### config.mk
export PLATFORM = sky130hd
export DESIGN_NAME = eirq_latch
export DESIGN_NICKNAME = d
export VERILOG_FILES = /design/src/rtl/eirq_pkg.sv /design/src/rtl/eirq_sync.sv /design/src/rtl/eirq_detect.sv /design/src/rtl/eirq_ctrl.sv /design/src/rtl/eirq_latch.sv
export SDC_FILE = /design/constraint.sdc
export NUM_CORES = 1
export LEC_CHECK = 0
export BUFFER_PORTS_ARGS = -buffer_cell sky130_fd_sc_hd__buf_2
export CAP_MARGIN = 5
export CELL_PAD_IN_SITES_DETAIL_PLACEMENT = 1
export CELL_PAD_IN_SITES_GLOBAL_PLACEMENT = 2
export CORE_ASPECT_RATIO = 1.4
export CORE_MARGIN = 2
export CORE_UTILIZATION = 25
export DETAILED_ROUTE_END_ITERATION = 10
export PLACE_DENSITY_LB_ADDON = 0.1
export SLEW_MARGIN = 0
export SYNTH_ARGS = -nofsm -noshare
export SYNTH_HDL_FRONTEND = slang
export SYNTH_SLANG_ARGS = --single-unit
export TNS_END_PERCENT = 1
### constraint.sdc
create_clock -name clk -period 1.2 [get_ports clk]
set_input_delay 0.12 -clock clk [delete_from_list [all_inputs] [get_ports clk]]
set_output_delay 0.12 -clock clk [all_outputs]
set_load 0.02 [all_outputs]
### src/rtl/eirq_pkg.sv
package eirq_pkg;
  // control/status register bit positions
  localparam int ACK_BIT   = 0;
  localparam int REQEN_BIT = 1;
  localparam int HOLD_BIT  = 2;
  localparam int FLAG_BIT  = 3;
  localparam int PEN_LSB   = 4;

  typedef enum logic {
    SENS_EDGE       = 1'b0,
    SENS_EDGE_LEVEL = 1'b1
  } sens_mode_e;
endpackage

### src/rtl/eirq_sync.sv
module eirq_sync #(
  parameter int W       = 1,
  parameter logic [W-1:0] RST_VAL = '0
) (
  input  logic         clk,
  input  logic         rst,
  input  logic [W-1:0] din,
  output logic [W-1:0] dout
);
  logic [W-1:0] meta_q;
  logic [W-1:0] sync_q;

  always_ff @(posedge clk) begin
    if (rst) begin
      meta_q <= RST_VAL;
      sync_q <= RST_VAL;
    end else begin
      meta_q <= din;
      sync_q <= meta_q;
    end
  end

  assign dout = sync_q;
endmodule

### src/rtl/eirq_detect.sv
module eirq_detect
  import eirq_pkg::*;
#(
  parameter int NPORT = 4
) (
  input  logic             clk,
  input  logic             rst,
  input  sens_mode_e       mode,
  input  logic             irq_n_s,
  input  logic [NPORT-1:0] port_s,
  input  logic [NPORT-1:0] port_en,
  output logic             set_evt
);
  logic             irq_n_prev;
  logic [NPORT-1:0] port_prev;
  logic [NPORT-1:0] port_hit;
  logic             irq_hit;
  logic             lvl_mode;

  assign lvl_mode = (mode == SENS_EDGE_LEVEL);

  always_ff @(posedge clk) begin
    if (rst) begin
      irq_n_prev <= 1'b1;
      port_prev  <= '0;
    end else begin
      irq_n_prev <= irq_n_s;
      port_prev  <= port_s;
    end
  end

  // pin: falling edge, or low level in level mode
  assign irq_hit = (irq_n_prev & ~irq_n_s) | (lvl_mode & ~irq_n_s);

  // port pins: rising edge, or high level in level mode, gated by enable
  for (genvar i = 0; i < NPORT; i++) begin : g_port
    logic rise;
    assign rise        = ~port_prev[i] & port_s[i];
    assign port_hit[i] = port_en[i] & (rise | (lvl_mode & port_s[i]));
  end

  assign set_evt = irq_hit | (|port_hit);
endmodule

### src/rtl/eirq_ctrl.sv
module eirq_ctrl
  import eirq_pkg::*;
#(
  parameter int NPORT  = 4,
  parameter int ADDR_W = 16,
  parameter logic [ADDR_W-1:0] VEC_ADDR = 16'h0FFA,
  localparam int REG_W = PEN_LSB + NPORT
) (
  input  logic              clk,
  input  logic              rst,
  input  logic              cfg_level,
  input  logic              wr_en,
  input  logic [REG_W-1:0]  wr_data,
  input  logic              vec_fetch,
  input  logic              cpu_mask,
  input  logic              set_evt,
  output sens_mode_e        mode,
  output logic [NPORT-1:0]  port_en,
  output logic              req_en,
  output logic              hold_en,
  output logic              flag,
  output logic              ack_wr,
  output logic              irq_req,
  output logic [ADDR_W-1:0] vec_addr,
  output logic [REG_W-1:0]  rd_data
);
  logic clr_evt;
  logic req_next;
  logic unused_wr_flag;

  assign unused_wr_flag = wr_data[FLAG_BIT];
  assign ack_wr   = wr_en & wr_data[ACK_BIT];
  assign clr_evt  = ack_wr | (vec_fetch & ~hold_en);
  assign req_next = flag & req_en & ~cpu_mask;

  // mode and enables
  always_ff @(posedge clk) begin
    if (rst) begin
      mode    <= sens_mode_e'(cfg_level);
      req_en  <= 1'b0;
      hold_en <= 1'b0;
      port_en <= '0;
    end else if (wr_en) begin
      req_en  <= wr_data[REQEN_BIT];
      hold_en <= wr_data[HOLD_BIT];
      port_en <= wr_data[PEN_LSB +: NPORT];
    end
  end

  // pending flag: set has priority over clear
  always_ff @(posedge clk) begin
    if (rst) begin
      flag <= 1'b0;
    end else if (set_evt) begin
      flag <= 1'b1;
    end else if (clr_evt) begin
      flag <= 1'b0;
    end
  end

  // registered request and vector
  always_ff @(posedge clk) begin
    if (rst) begin
      irq_req  <= 1'b0;
      vec_addr <= '0;
    end else begin
      irq_req  <= req_next;
      vec_addr <= req_next ? VEC_ADDR : '0;
    end
  end

  always_comb begin
    rd_data                    = '0;
    rd_data[REQEN_BIT]         = req_en;
    rd_data[HOLD_BIT]          = hold_en;
    rd_data[FLAG_BIT]          = flag;
    rd_data[PEN_LSB +: NPORT]  = port_en;
  end
endmodule

### src/rtl/eirq_latch.sv
module eirq_latch
  import eirq_pkg::*;
#(
  parameter int NPORT  = 4,
  parameter int ADDR_W = 16,
  parameter logic [ADDR_W-1:0] VEC_ADDR = 16'h0FFA,
  localparam int REG_W = PEN_LSB + NPORT
) (
  input  logic              clk,
  input  logic              rst,
  input  logic              cfg_level,
  input  logic              irq_n,
  input  logic [NPORT-1:0]  port_pin,
  input  logic              wr_en,
  input  logic [REG_W-1:0]  wr_data,
  input  logic              vec_fetch,
  input  logic              cpu_mask,
  output logic              irq_req,
  output logic [ADDR_W-1:0] vec_addr,
  output logic [REG_W-1:0]  rd_data
);
  logic             irq_n_s;
  logic [NPORT-1:0] port_s;
  logic [NPORT-1:0] port_en;
  logic             set_evt;
  logic             req_en;
  logic             hold_en;
  logic             flag;
  logic             ack_wr;
  sens_mode_e       mode;

  eirq_sync #(.W(1), .RST_VAL(1'b1)) u_sync_irq (
    .clk(clk), .rst(rst), .din(irq_n), .dout(irq_n_s)
  );

  eirq_sync #(.W(NPORT), .RST_VAL('0)) u_sync_port (
    .clk(clk), .rst(rst), .din(port_pin), .dout(port_s)
  );

  eirq_detect #(.NPORT(NPORT)) u_detect (
    .clk(clk), .rst(rst), .mode(mode), .irq_n_s(irq_n_s),
    .port_s(port_s), .port_en(port_en), .set_evt(set_evt)
  );

  eirq_ctrl #(.NPORT(NPORT), .ADDR_W(ADDR_W), .VEC_ADDR(VEC_ADDR)) u_ctrl (
    .clk(clk), .rst(rst), .cfg_level(cfg_level), .wr_en(wr_en),
    .wr_data(wr_data), .vec_fetch(vec_fetch), .cpu_mask(cpu_mask),
    .set_evt(set_evt), .mode(mode), .port_en(port_en), .req_en(req_en),
    .hold_en(hold_en), .flag(flag), .ack_wr(ack_wr), .irq_req(irq_req),
    .vec_addr(vec_addr), .rd_data(rd_data)
  );
endmodule

==> results of run 1 <==
## cell families after synthesis
logic type	after synthesis
mux	6
buf+inv	24
simple gates	32
compound gates	4
flops	24
other cells	1
## layer usage
| metal | global-route usage | vias to the layer above |
|---|---|---|
| met5 | 0 | - |
| met4 | 0.05122 | 0 |
| met3 | 0.02207 | 5 |
| met2 | 0.1429 | 22 |
| met1 | 0.07958 | 276 |
| li1 | - | 307 |
## Yosys cell counts
library cell  count
edfxtp_1          1
nand2b_2          1
buf_4            20
nand3_1           1
buf_2             2
mux2i_1           6
o21bai_1          1
inv_1             1
a222oi_1          1
or2_2             3
o211ai_1          1
dfxtp_1          23
a41oi_1           1
nor3_1            1
nand2_1           2
nor2_1            6
clkbuf_1          1
conb_1            1
nor2b_1          12
and2_1            3
nand2b_1          3
## power breakdown
group	total, mW	switching [mW]	leakage (nW)	internal (mW)
Sequential	0.857	0.0184	0.199	0.839
Combinational	0.150	0.0830	0.306	0.0673
Clock	0.534	0.241	0.0288	0.293
Total	1.54	0.343	0.534	1.20
## flip-flops by register name, summed over array words and instances, names as in the netlist
name,count
u_ctrl.port_en,4
u_detect.port_prev,4
u_sync_port.dout,4
u_sync_port.meta_q,4
u_ctrl.flag,1
u_ctrl.hold_en,1
u_ctrl.mode,1
u_ctrl.req_en,1
u_ctrl.vec_addr,1
u_detect.irq_n_prev,1
u_sync_irq.dout,1
u_sync_irq.meta_q,1
## worst reg2reg max path: cells and delay by family (launching register included)
| kind | cells | cell delay (ns) |
|---|---|---|
| simple gates | 1 | 0.16 |
| flops | 1 | 0.43 |
| compound gates | 2 | 0.45 |
## per-stage QoR
step	setup TNS [ns]	instance area, µm²
2_1_floorplan	0	958.4
3_3_place_gp	0	1022
3_5_place_dp	-0.01038	1022
4_1_cts	0	1085
5_1_grt	-0.05809	1100
6_report	0	1100
## path summary, 6_finish.rpt
check | slack [ns] | end | startpoint | cells after the start
setup / recovery | 0.03 | u_ctrl.flag$_SDFFE_PP0P_ | u_ctrl.mode$_DFFE_PP_ | 3
hold / removal | 0.006 | u_ctrl.vec_addr[10]$_SDFF_PP0_ | cpu_mask | 2
hold reg to reg | 0.42 | u_sync_irq.dout$_SDFF_PP1_ | u_sync_irq.meta_q$_SDFF_PP1_ | 1
setup reg to reg | 0.03 | u_ctrl.flag$_SDFFE_PP0P_ | u_ctrl.mode$_DFFE_PP_ | 3
## timing repair
action                                  4_1_cts  5_1_grt
gates resized for setup                       0        2
pin swaps                                     0        2
setup buffers                                 1        0
hold buffers                                  0        0
endpoints found under the setup margin        1        1
endpoints found under the hold margin         0        0
## area by class of cell
type / count / area (µm²)
Fill cell: 427 / 2511
Sequential cell: 24 / 490.5
Multi-Input combinational cell: 49 / 315.3
Timing Repair Buffer: 36 / 182.7
Clock buffer: 4 / 55.05
Tap cell: 42 / 52.55
Inverter: 1 / 3.754
==> impl_results.html, run 1 <==
<table>
<tr><th>Metric</th><th>Value</th></tr>
<tr><th colspan="2">Outcome</th></tr>
<tr><td>Status</td><td>finished, final reports clean</td></tr>
<tr><th colspan="2">Yosys</th></tr>
<tr><td>Sequential cell area fraction in the yosys report</td><td>0.5241</td></tr>
<tr><td>Combined area of all synthesized cells</td><td>935.9 µm²</td></tr>
<tr><td>Largest cells by area after synthesis</td><td>dfxtp_1 (49%), buf_4 (16%), nor2b_1 (8.0%)</td></tr>
<tr><td>Share of the synthesized area in compound gates (AO/OA/AOI/OAI)</td><td>0.03610</td></tr>
<tr><td>Synth area leader</td><td>dfxtp_1</td></tr>
<tr><td>Dominant combinational cell family by area after synthesis</td><td>simple AND/OR/NAND/NOR gates</td></tr>
<tr><td>Post-synthesis share of cell area spent on and, or, nand and nor gates</td><td>0.1925</td></tr>
<tr><td>Synth Area in XOR/XNOR</td><td>0</td></tr>
<tr><td>Proportion of synthesized area in mux cells</td><td>0.06417</td></tr>
<tr><td>Number of synthesized register bits</td><td>24</td></tr>
<tr><td>Synthesized instance count</td><td>91</td></tr>
<tr><td>Adder-cell share of the synthesized area</td><td>0</td></tr>
<tr><td>Synthesized area divided by synthesized cell count</td><td>10.28 µm²</td></tr>
<tr><td>Synthesis Warnings</td><td>0</td></tr>
<tr><td>Count of cell types in the netlist</td><td>21</td></tr>
<tr><td>Fraction of post-synthesis cell area in the top cell type by area</td><td>0.4920</td></tr>
<tr><th colspan="2">Timing</th></tr>
<tr><td>Period utilisation layout</td><td>0.9719</td></tr>
<tr><td>Setup clock skew after layout</td><td>0.005724 ns</td></tr>
<tr><td>Minimum setup slack in the final design</td><td>0.03369 ns</td></tr>
<tr><td>Shortest period the worst path allows</td><td>1.166 ns</td></tr>
<tr><td>Pins over their slew limit</td><td>0</td></tr>
<tr><td>Max Clock Freq</td><td>857.4 MHz</td></tr>
<tr><td>RSZ-0062 raised after global routing</td><td>true</td></tr>
<tr><td>Setup Viol. Count Final</td><td>0</td></tr>
<tr><td>Hold violation count in the final report</td><td>0</td></tr>
<tr><td>Worst Hold Margin</td><td>0.005658 ns</td></tr>
<tr><th colspan="2">Die</th></tr>
<tr><td>Number of top-level pins</td><td>44</td></tr>
<tr><td>Die area</td><td>4256 µm²</td></tr>
<tr><td>Std cell rows</td><td>26</td></tr>
<tr><td>Die span in y</td><td>76.40 µm</td></tr>
<tr><td>Die span in x</td><td>55.71 µm</td></tr>
<tr><td>Core region area</td><td>3611 µm²</td></tr>
<tr><td>Initial core utilization</td><td>0.2592</td></tr>
<tr><th colspan="2">CTS</th></tr>
<tr><td>CTS tree</td><td>built</td></tr>
<tr><td>Insertion delay of the later-clocked pin in the worst-skew pair</td><td>0.26 ns</td></tr>
<tr><td>Sink Count</td><td>24</td></tr>
<tr><td>H-tree levels</td><td>1</td></tr>
<tr><td>Clock transition at the register clock pins on the worst setup and hold paths after CTS</td><td>0.08 ns</td></tr>
<tr><td>Maximum clock insertion buffer count</td><td>2</td></tr>
<tr><td>Root Driver</td><td>clkbuf_8</td></tr>
<tr><td>Cts bufs inserted</td><td>3</td></tr>
<tr><th colspan="2">Pwr</th></tr>
<tr><td>PD cells</td><td>1402 nW/µm²</td></tr>
<tr><td>Final Power</td><td>1.541 mW</td></tr>
<tr><td>IR drop worst, VDD</td><td>0.6590 mV</td></tr>
<tr><td>Standby leakage power</td><td>0.5337 nW</td></tr>
<tr><th colspan="2">Setup path</th></tr>
<tr><td>Kind of cell adding the most delay to the critical path</td><td>compound AO/OA/AOI/OAI gates</td></tr>
<tr><td>Critical-path cell list</td><td>nand2b_4, a222oi_1, a41oi_1</td></tr>
<tr><td>Required time worst endpoint</td><td>1.34 ns</td></tr>
<tr><td>Number of buffers and inverters on the critical path</td><td>0</td></tr>
<tr><td>Setup CP Type</td><td>flop to flop</td></tr>
<tr><td>Type of destination of the critical path</td><td>flop</td></tr>
<tr><td>Worst setup SP type</td><td>flop</td></tr>
<tr><td>Slowest cell on the critical path</td><td>edfxtp_1</td></tr>
<tr><td>CP arrival</td><td>1.30 ns</td></tr>
<tr><td>Slowest stage delay, CP</td><td>0.43 ns</td></tr>
<tr><td>Largest fanout on the critical path</td><td>4</td></tr>
<tr><th colspan="2">Detailed routing</th></tr>
<tr><td>Length of routed met2 wiring</td><td>835 µm</td></tr>
<tr><td>Wire length the detailed router placed on met1</td><td>605 µm</td></tr>
<tr><td>Initial DRC Count</td><td>18</td></tr>
<tr><td>Via count</td><td>610</td></tr>
<tr><td>Vias per cell</td><td>3.910</td></tr>
<tr><td>Final routed DRC violation total</td><td>0</td></tr>
<tr><td>Uppermost routed layer</td><td>met4</td></tr>
<tr><td>Total wire length after detailed routing</td><td>1580 µm</td></tr>
<tr><td>Detailed-routed wire length on met3</td><td>96 µm</td></tr>
<tr><td>Detailed Routing Iterations Pass 1</td><td>4</td></tr>
<tr><td>Antenna viol nets, final</td><td>0</td></tr>
<tr><td>Wire per inst</td><td>10.13 µm</td></tr>
<tr><th colspan="2">Cells and area</th></tr>
<tr><td>Most common cell after layout, fill and taps aside</td><td>buf_2</td></tr>
<tr><td>Final cell utilization of the core</td><td>0.3046</td></tr>
<tr><td>Fraction of final layout cells with drive strength greater than 1</td><td>0.4035</td></tr>
<tr><td>Count of antenna diodes in the layout</td><td>0</td></tr>
<tr><td>Final Net Count</td><td>134</td></tr>
<tr><td>Area delta synth-&gt;final</td><td>17.51%</td></tr>
<tr><td>Post-layout instance count excluding filler cells</td><td>156</td></tr>
<tr><td>Most used cells in the layout excluding fill and tap cells</td><td>buf_2 (35), dfxtp_1 (23), nor2b_1 (12), conb_1 (7)</td></tr>
<tr><th colspan="2">Placed design</th></tr>
<tr><td>Place WS</td><td>-0.01038 ns</td></tr>
<tr><td>Inst Count DP</td><td>151</td></tr>
<tr><td>Half-perimeter wire length of the detailed placement result</td><td>1192 µm</td></tr>
<tr><td>Number of buffers added on ports</td><td>35</td></tr>
<tr><td>RD Place Congestion</td><td>0.6898</td></tr>
<tr><th colspan="2">Flow run</th></tr>
<tr><td>Max-capacitance violation count</td><td>0</td></tr>
<tr><th colspan="2">Global route</th></tr>
<tr><td>GRT Total Usage</td><td>0.08011</td></tr>
<tr><td>Number of global-route vias before repair</td><td>611</td></tr>
<tr><td>Initial antenna violation count</td><td>0</td></tr>
<tr><td>Largest net degree at the start of global routing</td><td>25</td></tr>
<tr><td>Global-route wire length before repair</td><td>2635 µm</td></tr>
<tr><td>Total grt overflow</td><td>0</td></tr>
<tr><th colspan="2">Hold path</th></tr>
<tr><td>Min-Delay Path Class</td><td>primary input to flop</td></tr>
</table>
Power figures use the tool's default switching activity.
==> run 2, diff against run 1 <==
- CELL_PAD_IN_SITES_GLOBAL_PLACEMENT: 2 -> 1
- CORE_UTILIZATION: 25 -> 33
- PLACE_DENSITY_LB_ADDON: 0.1 -> 0.15
- SYNTH_HIERARCHICAL: unset -> 1
==> run 2 against run 1 <==
Critical path type unchanged. Critical endpoint is now u_ctrl/flag$_SDFFE_PP0P_. First-iteration DRC count fell by 39%. Synthesized cell count up 3.3%. Core utilization increased by 8.3 points. Area after synthesis is 3.7% higher.
==> impl_results.html, run 2 <==
<table>
<tr><th>Metric</th><th>Value</th></tr>
<tr><th colspan="2">Outcome</th></tr>
<tr><td>Status</td><td>finished, final reports clean (unchanged)</td></tr>
<tr><th colspan="2">Detailed routing</th></tr>
<tr><td>Vias per cell</td><td>4.179 (was 3.910)</td></tr>
<tr><td>Antenna viol nets, final</td><td>0 (unchanged)</td></tr>
<tr><td>Final routed DRC violation total</td><td>0 (unchanged)</td></tr>
<tr><td>Wire per inst</td><td>10.58 µm (was 10.13 µm)</td></tr>
<tr><td>Detailed Routing Iterations Pass 1</td><td>4 (unchanged)</td></tr>
<tr><td>Initial DRC Count</td><td>11 (was 18)</td></tr>
<tr><td>Via count</td><td>631 (was 610)</td></tr>
<tr><td>Total wire length after detailed routing</td><td>1598 µm (was 1580 µm)</td></tr>
<tr><th colspan="2">Hold path</th></tr>
<tr><td>Origin of the worst min-delay path</td><td>cpu_mask (unchanged)</td></tr>
<tr><td>Min-Delay Path Class</td><td>primary input to flop (unchanged)</td></tr>
<tr><th colspan="2">Pwr</th></tr>
<tr><td>IR drop worst, VDD</td><td>0.7691 mV (was 0.6590 mV)</td></tr>
<tr><td>Standby leakage power</td><td>0.5389 nW (was 0.5337 nW)</td></tr>
<tr><td>PD cells</td><td>1396 nW/µm² (was 1402 nW/µm²)</td></tr>
<tr><td>Final Power</td><td>1.542 mW (was 1.541 mW)</td></tr>
<tr><th colspan="2">Timing</th></tr>
<tr><td>Shortest period the worst path allows</td><td>1.199 ns (was 1.166 ns)</td></tr>
<tr><td>Minimum setup slack in the final design</td><td>0.001411 ns (was 0.03369 ns)</td></tr>
<tr><td>Pins over their slew limit</td><td>0 (unchanged)</td></tr>
<tr><td>RSZ-0062 raised after global routing</td><td>true (unchanged)</td></tr>
<tr><td>Setup clock skew after layout</td><td>0.002421 ns (was 0.005724 ns)</td></tr>
<tr><td>Hold violation count in the final report</td><td>0 (unchanged)</td></tr>
<tr><td>Max Clock Freq</td><td>834.3 MHz (was 857.4 MHz)</td></tr>
<tr><td>Setup TNS after final layout</td><td>0 ns (unchanged)</td></tr>
<tr><td>Period utilisation layout</td><td>0.9988 (was 0.9719)</td></tr>
<tr><td>Setup Viol. Count Final</td><td>0 (unchanged)</td></tr>
<tr><th colspan="2">Cells and area</th></tr>
<tr><td>Count of antenna diodes in the layout</td><td>0 (unchanged)</td></tr>
<tr><td>Sequential cell area</td><td>490.5 µm² (unchanged)</td></tr>
<tr><td>Area delta synth-&gt;final</td><td>13.79% (was 17.51%)</td></tr>
<tr><td>Area of combinational cells with multiple inputs</td><td>315.3 µm² (unchanged)</td></tr>
<tr><td>Most common cell after layout, fill and taps aside</td><td>buf_2 (unchanged)</td></tr>
<tr><td>Fraction of final layout cells with drive strength greater than 1</td><td>0.3947 (was 0.4035)</td></tr>
<tr><td>Most used cells in the layout excluding fill and tap cells</td><td>buf_2 (35), dfxtp_1 (23), nor2b_1 (12), conb_1 (7) (unchanged)</td></tr>
<tr><td>Final Net Count</td><td>134 (unchanged)</td></tr>
<tr><td>Filler cell count</td><td>345 (was 427)</td></tr>
<tr><td>Final cell utilization of the core</td><td>0.3878 (was 0.3046)</td></tr>
<tr><td>Final Cell Area</td><td>1105 µm² (was 1100 µm²)</td></tr>
<tr><th colspan="2">CTS</th></tr>
<tr><td>Number of post-CTS setup repair buffers</td><td>0 (was 1)</td></tr>
<tr><td>Hold_buf cts</td><td>0 (unchanged)</td></tr>
<tr><td>Insertion delay of the later-clocked pin in the worst-skew pair</td><td>0.26 ns (about the same)</td></tr>
<tr><td>Cts bufs inserted</td><td>3 (unchanged)</td></tr>
<tr><td>Sink Count</td><td>24 (unchanged)</td></tr>
<tr><td>Root Driver</td><td>clkbuf_8 (unchanged)</td></tr>
<tr><td>CTS tree</td><td>built (unchanged)</td></tr>
<tr><td>Clock transition at the register clock pins on the worst setup and hold paths after CTS</td><td>0.08 ns (about the same)</td></tr>
<tr><td>H-tree levels</td><td>1 (unchanged)</td></tr>
<tr><td>Maximum clock insertion buffer count</td><td>2 (unchanged)</td></tr>
<tr><th colspan="2">Global route</th></tr>
<tr><td>Initial antenna violation count</td><td>0 (unchanged)</td></tr>
<tr><td>Met3 track demand over resource in global routing</td><td>0.02183 (was 0.02207)</td></tr>
<tr><td>GR Layer Usage met2</td><td>0.1783 (was 0.1429)</td></tr>
<tr><td>Global-route wire length before repair</td><td>2539 µm (was 2635 µm)</td></tr>
<tr><td>Number of global-route vias before repair</td><td>574 (was 611)</td></tr>
<tr><td>Largest net degree at the start of global routing</td><td>26 (was 25)</td></tr>
<tr><td>Routing layer with the top usage in global route</td><td>met2 (unchanged)</td></tr>
<tr><td>Total grt overflow</td><td>0 (unchanged)</td></tr>
<tr><td>Met1 track demand over resource in global routing</td><td>0.1101 (was 0.07958)</td></tr>
<tr><td>GRT Total Usage</td><td>0.1036 (was 0.08011)</td></tr>
<tr><th colspan="2">Setup path</th></tr>
<tr><td>Type of destination of the critical path</td><td>flop (unchanged)</td></tr>
<tr><td>R2r endpoint</td><td>u_ctrl/flag$_SDFFE_PP0P_ (was u_ctrl.flag$_SDFFE_PP0P_)</td></tr>
<tr><td>Reg-to-reg setup timing slack</td><td>0.001 ns (was 0.03 ns)</td></tr>
<tr><td>Worst R2R Start</td><td>u_ctrl/mode$_DFFE_PP_ (was u_ctrl.mode$_DFFE_PP_)</td></tr>
<tr><td>Depth of the worst register-to-register path</td><td>4 (was 3)</td></tr>
<tr><td>Worst setup path end</td><td>u_ctrl/flag$_SDFFE_PP0P_ (was u_ctrl.flag$_SDFFE_PP0P_)</td></tr>
<tr><td>Setup CP Type</td><td>flop to flop (unchanged)</td></tr>
<tr><td>Required time worst endpoint</td><td>1.36 ns (was 1.34 ns)</td></tr>
<tr><td>Largest fanout on the critical path</td><td>3 (was 4)</td></tr>
<tr><td>Origin of the worst setup path</td><td>u_ctrl/mode$_DFFE_PP_ (was u_ctrl.mode$_DFFE_PP_)</td></tr>
<tr><td>CP arrival</td><td>1.36 ns (was 1.30 ns)</td></tr>
<tr><td>Worst setup SP type</td><td>flop (unchanged)</td></tr>
<tr><th colspan="2">Placed design</th></tr>
<tr><td>Cell area after placement</td><td>1023 µm² (was 1022 µm²)</td></tr>
<tr><td>Half-perimeter wire length of the detailed placement result</td><td>1173 µm (was 1192 µm)</td></tr>
<tr><td>RD Place Congestion</td><td>0.6244 (was 0.6898)</td></tr>
<tr><td>Place WS</td><td>0.001576 ns (was -0.01038 ns)</td></tr>
<tr><td>Number of buffers added on ports</td><td>35 (unchanged)</td></tr>
<tr><th colspan="2">Die</th></tr>
<tr><td>Core region area</td><td>2849 µm² (was 3611 µm²)</td></tr>
<tr><td>Die span in y</td><td>68.18 µm (was 76.40 µm)</td></tr>
<tr><td>Initial core utilization</td><td>0.3408 (was 0.2592)</td></tr>
<tr><td>Die span in x</td><td>49.85 µm (was 55.71 µm)</td></tr>
<tr><td>Die area</td><td>3398 µm² (was 4256 µm²)</td></tr>
<tr><td>Number of top-level pins</td><td>44 (unchanged)</td></tr>
<tr><td>Std cell rows</td><td>23 (was 26)</td></tr>
<tr><th colspan="2">Yosys</th></tr>
<tr><td>Synthesized instance count</td><td>94 (was 91)</td></tr>
<tr><td>Synthesis Warnings</td><td>6 (was 0)</td></tr>
<tr><td>Combined area of all synthesized cells</td><td>970.9 µm² (was 935.9 µm²)</td></tr>
<tr><td>Synthesized area divided by synthesized cell count</td><td>10.33 µm² (was 10.28 µm²)</td></tr>
<tr><th colspan="2">Flow run</th></tr>
<tr><td>Max-capacitance violation count</td><td>0 (unchanged)</td></tr>
</table>
-- run 2: changes by cell type in the layout (fill, tap and decap cells not counted), sizes merged --
cell	delta
nand4	+1
a32o	+1
a21oi	+1
nand2	-1
nand2b	-1
inv	+2
nand3	-1
a32oi	+1
and2	-2
a41oi	-1
a222oi	-1
o211ai	+1
-- run 2: how the worst min path moves through the flow --
stage               depth (start not counted)  slack [ns]                               end
finish                                      2        0.01    u_ctrl/vec_addr[10]$_SDFF_PP0_
global route                                2       0.001    u_ctrl/vec_addr[10]$_SDFF_PP0_
CTS                                         2       0.003    u_ctrl/vec_addr[10]$_SDFF_PP0_
detailed placement                          2        0.29    u_ctrl/vec_addr[10]$_SDFF_PP0_
global placement                            2        0.29    u_ctrl/vec_addr[10]$_SDFF_PP0_
floorplan                                   1        0.19  u_detect/port_prev[0]$_SDFF_PP0_
-- run 2: critical path, stage by stage (launching register included) --
cell      delay [ns]
edfxtp_1        0.44
nand2b_4        0.17
a32oi_2         0.16
nand4_1         0.12
a32o_1          0.21
-- run 2: final cells by class --
| class | instances | share of cell area |
|---|---|---|
| multi-input combinational | 47 | 0.2854 |
| timing repair buffer | 36 | 0.1687 |
| tap | 37 | 0.04190 |
| sequential | 24 | 0.4439 |
| inverter | 3 | 0.01019 |
| clock buffer | 4 | 0.04983 |
-- run 2: what timing repair did --
item / in CTS / in global routing
gates resized for setup: 0 / 4
pin swaps: 1 / 3
gates cloned: 0 / 0
endpoints found under the setup margin: 1 / 1
-- run 2: power breakdown --
group	switching (mW)	internal, mW
Sequential	0.0205	0.839
Combinational	0.0878	0.0691
Clock	0.233	0.292
-- run 2: per-layer routing --
metal  wire length (µm)  vias to the layer above
met1                604                      296
li1                   -                      307
met4                 49                        0
met3                 84                        5
met2                860                       23
met5                  0                        -
-- run 2: through the flow --
step                      hold WS, ns  std cells
final                         0.01032        151
after global routing         0.001016        151
after CTS                    0.003483        151
after detailed placement       0.2897        147
after global placement         0.2905        147
after floorplan                0.1916        100
==> run 3, diff against run 2 <==
- RECOVER_POWER: unset -> 100
==> run 3 against run 2 <==
Largest cell class unchanged. Clock power barely moved. Via count fell by 0.32%. Largest power group unchanged. Critical path type unchanged. Sequential share of layout area rose by 0.35 points. Critical endpoint unchanged. Core utilization fell by 0.31 points. Final cell count did not move.
==> impl_results.html, run 3 (synthesized netlist as in run 2, its figures left out) <==
<table>
<tr><th>Metric</th><th>Value</th></tr>
<tr><th colspan="2">Die</th></tr>
<tr><td>Die area</td><td>3398 µm² (unchanged)</td></tr>
<tr><td>Core region area</td><td>2849 µm² (unchanged)</td></tr>
<tr><td>Die span in x</td><td>49.85 µm (unchanged)</td></tr>
<tr><td>Number of top-level pins</td><td>44 (unchanged)</td></tr>
<tr><td>Die span in y</td><td>68.18 µm (unchanged)</td></tr>
<tr><td>Std cell rows</td><td>23 (unchanged)</td></tr>
<tr><td>Initial core utilization</td><td>0.3408 (unchanged)</td></tr>
<tr><th colspan="2">Global route</th></tr>
<tr><td>Global-route wire length before repair</td><td>2539 µm (unchanged)</td></tr>
<tr><td>GRT Total Usage</td><td>0.1036 (unchanged)</td></tr>
<tr><td>Initial antenna violation count</td><td>0 (unchanged)</td></tr>
<tr><td>Number of global-route vias before repair</td><td>574 (unchanged)</td></tr>
<tr><td>Total grt overflow</td><td>0 (unchanged)</td></tr>
<tr><td>Largest net degree at the start of global routing</td><td>26 (unchanged)</td></tr>
<tr><th colspan="2">Timing</th></tr>
<tr><td>Minimum setup slack in the final design</td><td>0.003717 ns (was 0.001411 ns)</td></tr>
<tr><td>Worst Hold Margin</td><td>0.01033 ns (was 0.01032 ns)</td></tr>
<tr><td>Setup TNS after final layout</td><td>0 ns (unchanged)</td></tr>
<tr><td>Shortest period the worst path allows</td><td>1.196 ns (was 1.199 ns)</td></tr>
<tr><td>Max Clock Freq</td><td>835.9 MHz (was 834.3 MHz)</td></tr>
<tr><td>Hold violation count in the final report</td><td>0 (unchanged)</td></tr>
<tr><td>Pins over their slew limit</td><td>0 (unchanged)</td></tr>
<tr><td>Period utilisation layout</td><td>0.9969 (was 0.9988)</td></tr>
<tr><td>RSZ-0062 raised after global routing</td><td>true (unchanged)</td></tr>
<tr><td>Setup Viol. Count Final</td><td>0 (unchanged)</td></tr>
<tr><td>Setup clock skew after layout</td><td>0.002380 ns (was 0.002421 ns)</td></tr>
<tr><th colspan="2">Pwr</th></tr>
<tr><td>Standby leakage power</td><td>0.5014 nW (was 0.5389 nW)</td></tr>
<tr><td>PD cells</td><td>1404 nW/µm² (was 1396 nW/µm²)</td></tr>
<tr><td>IR drop worst, VDD</td><td>0.7684 mV (was 0.7691 mV)</td></tr>
<tr><td>Final Power</td><td>1.539 mW (was 1.542 mW)</td></tr>
<tr><th colspan="2">Setup path</th></tr>
<tr><td>Slowest cell on the critical path</td><td>edfxtp_1 (unchanged)</td></tr>
<tr><td>Worst R2R Start</td><td>u_ctrl/mode$_DFFE_PP_ (unchanged)</td></tr>
<tr><td>Worst setup SP type</td><td>flop (unchanged)</td></tr>
<tr><td>Required time worst endpoint</td><td>1.36 ns (about the same)</td></tr>
<tr><td>CP arrival</td><td>1.36 ns (about the same)</td></tr>
<tr><td>Type of destination of the critical path</td><td>flop (unchanged)</td></tr>
<tr><td>Setup CP Type</td><td>flop to flop (unchanged)</td></tr>
<tr><td>Slowest stage delay, CP</td><td>0.44 ns (about the same)</td></tr>
<tr><td>Critical-path cell list</td><td>nand2b_4, a32oi_2, nand4_1, a32o_1 (unchanged)</td></tr>
<tr><td>Largest fanout on the critical path</td><td>3 (unchanged)</td></tr>
<tr><td>Depth of the worst register-to-register path</td><td>4 (unchanged)</td></tr>
<tr><td>R2r endpoint</td><td>u_ctrl/flag$_SDFFE_PP0P_ (unchanged)</td></tr>
<tr><td>Reg-to-reg setup timing slack</td><td>0.004 ns (was 0.001 ns)</td></tr>
<tr><th colspan="2">Placed design</th></tr>
<tr><td>Cell area after placement</td><td>1023 µm² (unchanged)</td></tr>
<tr><td>RD Place Congestion</td><td>0.6244 (unchanged)</td></tr>
<tr><td>Inst Count DP</td><td>147 (unchanged)</td></tr>
<tr><td>Place WS</td><td>0.001576 ns (unchanged)</td></tr>
<tr><td>Number of buffers added on ports</td><td>35 (unchanged)</td></tr>
<tr><td>Half-perimeter wire length of the detailed placement result</td><td>1173 µm (unchanged)</td></tr>
<tr><th colspan="2">Cells and area</th></tr>
<tr><td>Fraction of final layout cells with drive strength greater than 1</td><td>0.3333 (was 0.3947)</td></tr>
<tr><td>Most used cells in the layout excluding fill and tap cells</td><td>dfxtp_1 (23), buf_2 (17), nor2b_1 (12), clkbuf_2 (11) (was buf_2 (35), dfxtp_1 (23), nor2b_1 (12), conb_1 (7))</td></tr>
<tr><td>Count of antenna diodes in the layout</td><td>0 (unchanged)</td></tr>
<tr><td>Sequential cell area</td><td>490.5 µm² (unchanged)</td></tr>
<tr><td>Area delta synth-&gt;final</td><td>12.89% (was 13.79%)</td></tr>
<tr><td>Area of combinational cells with multiple inputs</td><td>315.3 µm² (unchanged)</td></tr>
<tr><td>Most common cell after layout, fill and taps aside</td><td>dfxtp_1 (was buf_2)</td></tr>
<tr><td>Final Cell Area</td><td>1096 µm² (was 1105 µm²)</td></tr>
<tr><td>Post-layout instance count excluding filler cells</td><td>151 (unchanged)</td></tr>
<tr><td>Final cell utilization of the core</td><td>0.3847 (was 0.3878)</td></tr>
<tr><td>Final Net Count</td><td>134 (unchanged)</td></tr>
<tr><td>Filler cell count</td><td>349 (was 345)</td></tr>
<tr><th colspan="2">Detailed routing</th></tr>
<tr><td>Wire per inst</td><td>10.65 µm (was 10.58 µm)</td></tr>
<tr><td>Via count</td><td>629 (was 631)</td></tr>
<tr><td>Total wire length after detailed routing</td><td>1608 µm (was 1598 µm)</td></tr>
<tr><td>Detailed Routing Iterations Pass 1</td><td>4 (unchanged)</td></tr>
<tr><td>Initial DRC Count</td><td>11 (unchanged)</td></tr>
<tr><td>Antenna viol nets, final</td><td>0 (unchanged)</td></tr>
<tr><td>Final routed DRC violation total</td><td>0 (unchanged)</td></tr>
<tr><td>Vias per cell</td><td>4.166 (was 4.179)</td></tr>
<tr><th colspan="2">Outcome</th></tr>
<tr><td>Status</td><td>finished, final reports clean (unchanged)</td></tr>
<tr><th colspan="2">CTS</th></tr>
<tr><td>Root Driver</td><td>clkbuf_8 (unchanged)</td></tr>
<tr><td>Hold_buf cts</td><td>0 (unchanged)</td></tr>
<tr><td>Sink Count</td><td>24 (unchanged)</td></tr>
<tr><td>Clock transition at the register clock pins on the worst setup and hold paths after CTS</td><td>0.08 ns (about the same)</td></tr>
<tr><td>Cts bufs inserted</td><td>3 (unchanged)</td></tr>
<tr><td>Maximum clock insertion buffer count</td><td>2 (unchanged)</td></tr>
<tr><td>Number of post-CTS setup repair buffers</td><td>0 (unchanged)</td></tr>
<tr><td>CTS tree</td><td>built (unchanged)</td></tr>
<tr><td>H-tree levels</td><td>1 (unchanged)</td></tr>
<tr><td>Insertion delay of the later-clocked pin in the worst-skew pair</td><td>0.26 ns (about the same)</td></tr>
<tr><th colspan="2">Hold path</th></tr>
<tr><td>Min-Delay Path Class</td><td>primary input to flop (unchanged)</td></tr>
<tr><td>Origin of the worst min-delay path</td><td>cpu_mask (unchanged)</td></tr>
<tr><td>Min-Delay Path Depth</td><td>2 (unchanged)</td></tr>
<tr><td>Worst Hold Path EP</td><td>u_ctrl/vec_addr[10]$_SDFF_PP0_ (unchanged)</td></tr>
<tr><th colspan="2">Flow run</th></tr>
<tr><td>Max-capacitance violation count</td><td>0 (unchanged)</td></tr>
</table>
run 3: cell count changes in the layout (fill, tap and decap cells not counted), sizes merged:
| cell | before | now |
|---|---|---|
| buf | 36 | 18 |
| clkbuf | 4 | 22 |
run 3: final cells by class:
class / instances / area share
Multi-Input combinational cell: 47 / 0.2877
Inverter: 3 / 0.01027
Timing Repair Buffer: 36 / 0.1621
Sequential cell: 24 / 0.4475
Clock buffer: 4 / 0.05023
Tap cell: 37 / 0.04224
run 3: worst max-delay path, delay by kind of cell, from the launching register on:
family,cells,cell delay (ns)
AO/OA/AOI/OAI,2,0.37
flip-flops,1,0.44
AND/OR/NAND/NOR,2,0.29
run 3: timing repair:
| item | 4_1_cts | 5_1_grt |
|---|---|---|
| gates resized for setup | 0 | 4 |
| setup endpoints to repair | 1 | 1 |
| pin swaps | 1 | 3 |
run 3: how the worst max path moves through the flow:
stage,startpoint,endpoint,slack [ns]
floorplan,u_ctrl/mode$_DFFE_PP_,u_ctrl/flag$_SDFFE_PP0P_,0.06
global placement,u_ctrl/mode$_DFFE_PP_,u_ctrl/flag$_SDFFE_PP0P_,0.04
detailed placement,u_ctrl/mode$_DFFE_PP_,u_ctrl/flag$_SDFFE_PP0P_,0.002
CTS,u_ctrl/mode$_DFFE_PP_,u_ctrl/flag$_SDFFE_PP0P_,0.01
global route,u_ctrl/mode$_DFFE_PP_,u_ctrl/flag$_SDFFE_PP0P_,-0.07
finish,u_ctrl/mode$_DFFE_PP_,u_ctrl/flag$_SDFFE_PP0P_,0.004
run 3: report_power, final:
part / internal, mW / leakage [nW] / switching, mW
logic: 0.0652 / 0.273 / 0.0879
registers: 0.839 / 0.199 / 0.0211
clock network: 0.292 / 0.0288 / 0.233
total: 1.20 / 0.501 / 0.342
run 3: routing by layer:
metal | up-vias | part of all wire | GRT usage
met3 | 5 | 0.052 | 0.02183
li1 | 307 | - | -
met2 | 23 | 0.54 | 0.1783
met1 | 294 | 0.38 | 0.1101
met4 | 0 | 0.030 | 0.08333
met5 | - | 0 | 0
